## src/rtl/pr2_pkg.sv

```systemverilog
package pr2_pkg;
  localparam int NUM_STATES = 4;
  localparam int NUM_LEVELS = 5;

  // Noiseless sample for a level index (sum u + 2*b1 + b0 in 0..4).
  function automatic int level_value(input int idx, input int step);
    return (2 * idx - 4) * step;
  endfunction
endpackage

```

## src/rtl/pr2_branch_unit.sv

```systemverilog
module pr2_branch_unit #(
  parameter int SW  = 8,
  parameter int STEP = 16,
  localparam int DW  = SW + 2,
  localparam int BMW = 2 * DW
) (
  input  logic signed [SW-1:0] sample,
  output logic [BMW-1:0]       bm [pr2_pkg::NUM_LEVELS]
);
  logic signed [DW-1:0] s_ext;
  assign s_ext = {{2{sample[SW-1]}}, sample};

  for (genvar l = 0; l < pr2_pkg::NUM_LEVELS; l++) begin : g_level
    localparam int LV = pr2_pkg::level_value(l, STEP);
    logic signed [DW-1:0]    err;
    logic signed [2*DW-1:0]  sq;
    assign err   = s_ext - DW'(LV);
    assign sq    = err * err;
    assign bm[l] = $unsigned(sq);
  end
endmodule

```

## src/rtl/pr2_acs_cell.sv

```systemverilog
module pr2_acs_cell #(
  parameter int PMW = 23,
  parameter int BMW = 20
) (
  input  logic [PMW-1:0] pm_a,
  input  logic [PMW-1:0] pm_b,
  input  logic [PMW-1:0] pm_floor,
  input  logic [BMW-1:0] bm_a,
  input  logic [BMW-1:0] bm_b,
  output logic [PMW-1:0] pm_next,
  output logic           pick_b
);
  logic [PMW-1:0] cand_a, cand_b;
  assign cand_a  = pm_a - pm_floor + PMW'(bm_a);
  assign cand_b  = pm_b - pm_floor + PMW'(bm_b);
  assign pick_b  = cand_b < cand_a;
  assign pm_next = pick_b ? cand_b : cand_a;
endmodule

```

## src/rtl/pr2_min_select.sv

```systemverilog
module pr2_min_select #(
  parameter int PMW = 23
) (
  input  logic [PMW-1:0] pm [pr2_pkg::NUM_STATES],
  output logic [1:0]     best_idx,
  output logic [PMW-1:0] best_pm
);
  always_comb begin
    best_idx = 2'd0;
    best_pm  = pm[0];
    for (int i = 1; i < pr2_pkg::NUM_STATES; i++) begin
      if (pm[i] < best_pm) begin
        best_idx = 2'(i);
        best_pm  = pm[i];
      end
    end
  end
endmodule

```

## src/rtl/pr2_viterbi_detector.sv

```systemverilog
module pr2_viterbi_detector #(
  parameter int SW    = 8,
  parameter int STEP  = 16,
  parameter int DEPTH = 16
) (
  input  logic          clk,
  input  logic          rst,
  input  logic          in_valid,
  output logic          in_ready,
  input  logic [SW-1:0] in_sample,
  output logic          out_valid,
  input  logic          out_ready,
  output logic          out_bit
);
  import pr2_pkg::*;

  localparam int DW    = SW + 2;
  localparam int BMW   = 2 * DW;
  localparam int PMW   = BMW + 3;
  localparam int CW    = $clog2(DEPTH + 1);
  localparam logic [PMW-1:0] PM_START = PMW'(1) << (BMW + 1);
  localparam logic [PMW-1:0] PM_LIMIT = PMW'(1) << (BMW + 2);

  logic [PMW-1:0]   pm_q   [NUM_STATES];
  logic [PMW-1:0]   pm_d   [NUM_STATES];
  logic [DEPTH-1:0] surv_q [NUM_STATES];
  logic [DEPTH-1:0] surv_d [NUM_STATES];
  logic [NUM_STATES-1:0] pick_b;
  logic [BMW-1:0]   bm [NUM_LEVELS];
  logic [1:0]       best_idx;
  logic [PMW-1:0]   best_pm;
  logic [CW-1:0]    fill_q;
  logic             accept;

  assign in_ready = !out_valid || out_ready;
  assign accept   = in_valid && in_ready;

  pr2_branch_unit #(.SW(SW), .STEP(STEP)) u_branch (
    .sample (signed'(in_sample)),
    .bm     (bm)
  );

  pr2_min_select #(.PMW(PMW)) u_best (
    .pm       (pm_q),
    .best_idx (best_idx),
    .best_pm  (best_pm)
  );

  // Next state ns = {u, b1}; predecessors {b1, 0} and {b1, 1}.
  for (genvar s = 0; s < NUM_STATES; s++) begin : g_state
    localparam int PA = 2 * (s % 2);
    localparam int LA = (s / 2) + 2 * (s % 2);
    localparam logic NEW_BIT = 1'(s / 2);

    pr2_acs_cell #(.PMW(PMW), .BMW(BMW)) u_acs (
      .pm_a     (pm_q[PA]),
      .pm_b     (pm_q[PA+1]),
      .pm_floor (best_pm),
      .bm_a     (bm[LA]),
      .bm_b     (bm[LA+1]),
      .pm_next  (pm_d[s]),
      .pick_b   (pick_b[s])
    );

    assign surv_d[s] = pick_b[s] ? {surv_q[PA+1][DEPTH-2:0], NEW_BIT}
                                 : {surv_q[PA][DEPTH-2:0], NEW_BIT};

    always_ff @(posedge clk) begin
      if (rst) begin
        pm_q[s]   <= (s == 0) ? '0 : PM_START;
        surv_q[s] <= '0;
      end else if (accept) begin
        pm_q[s]   <= pm_d[s];
        surv_q[s] <= surv_d[s];
      end
    end

    p_no_overflow_r7: assert property (@(posedge clk) disable iff (rst)
      pm_q[s] < PM_LIMIT);
  end

  always_ff @(posedge clk) begin
    if (rst) begin
      fill_q    <= '0;
      out_valid <= 1'b0;
      out_bit   <= 1'b0;
    end else begin
      if (accept && fill_q != CW'(DEPTH)) fill_q <= fill_q + 1'b1;
      if (accept && fill_q == CW'(DEPTH)) begin
        out_valid <= 1'b1;
        out_bit   <= surv_q[best_idx][DEPTH-1];
      end else if (out_ready) begin
        out_valid <= 1'b0;
      end
    end
  end

  p_stall_blocks_input_r5: assert property (@(posedge clk) disable iff (rst)
    (out_valid && !out_ready) |-> !in_ready);

  p_hold_output_r5: assert property (@(posedge clk) disable iff (rst)
    (out_valid && !out_ready) |=> (out_valid && $stable(out_bit)));

  p_silent_while_filling_r2: assert property (@(posedge clk) disable iff (rst)
    (fill_q < CW'(DEPTH)) |-> !out_valid);

  p_drain_empties_r8: assert property (@(posedge clk) disable iff (rst)
    (out_valid && out_ready && !accept) |=> !out_valid);
endmodule

```

## config.mk

```make
export PLATFORM = sky130hd
export DESIGN_NAME = pr2_viterbi_detector
export DESIGN_NICKNAME = d
export VERILOG_FILES = /design/src/rtl/pr2_pkg.sv /design/src/rtl/pr2_branch_unit.sv /design/src/rtl/pr2_acs_cell.sv /design/src/rtl/pr2_min_select.sv /design/src/rtl/pr2_viterbi_detector.sv
export SDC_FILE = /design/constraint.sdc
export NUM_CORES = 2
export LEC_CHECK = 0
export CORE_MARGIN = 8
export CORE_UTILIZATION = 40
export DETAILED_ROUTE_END_ITERATION = 12
export MAX_ROUTING_LAYER = met4
export PLACE_DENSITY = 0.54
export SYNTH_ARGS = -nofsm -noshare
export SYNTH_HDL_FRONTEND = slang
export SYNTH_SLANG_ARGS = --single-unit
```

## constraint.sdc

```tcl
create_clock -name clk -period 28.1 [get_ports clk]
set_clock_uncertainty 0.1 [all_clocks]
set_input_delay 5.62 -clock clk [delete_from_list [all_inputs] [get_ports clk]]
set_output_delay 5.62 -clock clk [all_outputs]
set_load 0.01 [all_outputs]
```

==> run_results.csv <==
group,metric,value,unit
logic_synthesis,synthMuxAreaShare,3.49,%
detailed_routing,ant_nets,0,
detailed_routing,vias_per_cell,5.54,
global_routing,grt_overflow_total,0,
detailed_routing,wl_met2,45000,um
logic_synthesis,syn-instance-count,3991,
sta,rsz0062_at_grt,"false",
floorplan,io_pins,15,
logic_synthesis,synth_top_area_share,20.8,%
cts,post_cts_buffers,0,
place,place.gp.congestion,0.963,
floorplan,die_y,305,um
sta,final_hold_viol_count,0,
floorplan,core_area,83000,um2
logic_synthesis,async_flop_share,0,%
cts,htreeDepth,4,
cts,cts_made_buffers,17,
sta,fin_ws,10820,ps
logic_synthesis,ys_seq_area_share,11.3,%
global_routing,grt_pass1_wl,160000,um
logic_synthesis,synthXorXnorAreaFrac,8.75,%
layout,area_delta_synth_final,5.82,%
detailed_routing,wl,105000,um
place,port_buffers,14,
sta,finalCriticalPeriod,17280,ps
detailed_routing,wl_per_cell,20.9,um
cts,postCtsHoldBufs,0,
detailed_routing,met1Wirelength,50200,um
place,dp_hpwl,89200,um
sta,finalSetupViolations,0,
sta,worstMarginPinSlew,1310,ps
sta,fin_setup_tns,0,ps
cts,post_cts_resized,0,
floorplan,start_util,40.1,%
floorplan,die_w,305,um
sta,slew_viol_final,0,
detailed_routing,drtIter0Drc,2068,
logic_synthesis,avgSynthCellArea,8.35,um2
logic_synthesis,synth_top_family_by_area,"adder cells",
detailed_routing,highest_layer,"met4",
logic_synthesis,synth_area,33300,um2
detailed_routing,dr.pass1.iters,5,
setup_path,criticalPathCategory,"register to register",
layout,multi_input_area,27400,um2
place,post-place-ws,10480,ps
logic_synthesis,synth.distinct_cells,98,
setup_path,cp_max_fo,54,
worst_hold_path,hold_class,"register to register",
logic_synthesis,yosysMostFrequentCell,"ha_1",
detailed_routing,drc,0,
detailed_routing,vias,27925,
cts,cts_buffer_depth,2,
logic_synthesis,synth_edf_count,59,
setup_path,critical_path.max_stage_delay,900,ps
floorplan,dieArea,92800,um2
cts,clock_latency,500,ps
global_routing,grt_max_degree,79,
logic_synthesis,synth_compound_area_share,19.2,%
layout,fill_cells,8401,
cts,clock-sinks,159,
logic_synthesis,synth.largest_area_cell,"ha_1",
logic_synthesis,synthTopCellsByCount,"ha_1, inv_1, nor2_1, a21oi_1, fa_1",
setup_path,worstPathRequired,28420,ps
logic_synthesis,ys_top_cells_by_area,"ha_1, fa_1, xnor2_1, dfxtp_1, inv_1",
logic_synthesis,syn-num-nets,4821,
layout,final_layout_size_suffix_gt1_share,3.26,%
setup_path,arrival,17590,ps
global_routing,antenna_found_initial,0,
sta,fin_crit_sh,61.5,%
layout,seq_area,3770,um2
cts,cts_tree,"built",
setup_path,worstSetupEndpointType,"register",
floorplan,row_count,106,
logic_synthesis,yosys_warnings,0,
sta,slew_headroom,11.7,%
cts,cts-root-buf,"clkbuf_16",
logic_synthesis,synth_fa_ha_area_share,36.8,%
status,status,"complete, no violations",
sta,max_freq,57.9,MHz
detailed_routing,wl_met3,6420,um
layout,fin_nets,4776,
global_routing,track_usage,22.9,%
setup_path,worstSetupStartpointType,"register",
logic_synthesis,synth-seq-cells,159,
global_routing,grt_pass1_vias,26912,
cts,path_clk_slew,80,ps
logic_synthesis,yosys.area_share.simple,13.7,%
logic_synthesis,yosys_most_used_dff,"dfxtp_1",
run,maxCapViolCount,0,
setup_path,slowest_stage,"nor3_1",
layout,n_antenna_cell,0,
## logic make-up after synthesis
family                   count (synthesis)
AND/OR/NAND/NOR                        989
AO/OA/AOI/OAI                          978
adder cells (fa/ha/maj)                822
buffers and inverters                  598
XOR/XNOR                               332
flip-flops                             159
multiplexers                           113
## path summary, 6_finish.rpt
kind                                                start                        end  slack [ps]  cells after the start
worst max register to register      pm_q[91]$_SDFFE_PP0P_      pm_q[68]$_SDFFE_PP0P_       10820                     56
worst min register to register  surv_q[2][0]$_SDFFE_PP1P_  surv_q[2][0]$_SDFFE_PP1P_         410                      2
worst min-delay path            surv_q[2][0]$_SDFFE_PP1P_  surv_q[2][0]$_SDFFE_PP1P_         410                      2
worst max-delay path                pm_q[91]$_SDFFE_PP0P_      pm_q[68]$_SDFFE_PP0P_       10820                     56
## worst max-delay path, delay by kind of cell (launching register included)
kind                     cells  cell delay, ps
flip-flops                   1             400
multiplexers                 2             840
adder cells (fa/ha/maj)      6            2160
AND/OR/NAND/NOR             13            3370
buffers and inverters        6            2180
AO/OA/AOI/OAI               26            7550
XOR/XNOR                     3             470
## sequential cells by signal (all words and copies together), names as in the netlist
name	flops
pm_q	92
out_bit	1
fill_q	5
surv_q	60
out_valid	1
## metrics by stage
| stage | cells | instance area [um2] | hold WS [ps] | utilization [%] |
|---|---|---|---|---|
| finish | 5039 | 35200 | 409 | 42.5 |
| global route | 5039 | 35200 | 445 | 42.5 |
| CTS | 5039 | 35200 | 410 | 42.5 |
| detailed placement | 5007 | 34700 | 397 | 41.8 |
| global placement | 5007 | 34700 | 388 | 41.8 |
| floorplan | 3991 | 33300 | 359 | - |
## layout by cell type, fill, tap and decap left out, types with 10 or more instances in the layout
| cell type | instances |
|---|---|
| or3_1 | 22 |
| clkdlybuf4s50_1 | 13 |
| o21bai_1 | 85 |
| o31ai_1 | 11 |
| nand3_1 | 61 |
| o211ai_1 | 17 |
| nand2_1 | 235 |
| o21a_1 | 54 |
| and3_1 | 32 |
| or2_2 | 16 |
| buf_4 | 29 |
| nor2b_1 | 37 |
| nand4_1 | 20 |
| nor2_1 | 375 |
| mux2i_1 | 104 |
| o21ai_0 | 161 |
| xnor2_1 | 241 |
| dfxtp_1 | 100 |
| and2_1 | 28 |
| a21oi_1 | 310 |
| a211o_1 | 10 |
| a21o_1 | 93 |
| ha_1 | 555 |
| nand2b_1 | 30 |
| edfxtp_1 | 59 |
| a211oi_1 | 95 |
| xor2_1 | 90 |
| inv_1 | 486 |
| clkbuf_16 | 17 |
| a31oi_1 | 27 |
| o21ai_1 | 10 |
| nor3_1 | 83 |
| nor4_1 | 13 |
| fa_1 | 263 |
## layout make-up
type                    count  share of cell area (%)
clock buffers              17                    1.21
flip-flops and latches    159                    10.7
inverters                 492                    5.24
repair buffers             42                   0.987
clock inverters            15                   0.430
well taps                1080                    3.83
multi-input cells        3234                    77.6
## routing by layer
metal  global-route usage, %  vias up
met5                       -        -
met2                    34.2      685
met4                    7.51        0
li1                        -    13765
met3                    3.66      129
met1                    31.7    13346
Power is not shown: default switching activity piles up to over one toggle a cycle in this logic, so the estimate is an artifact.
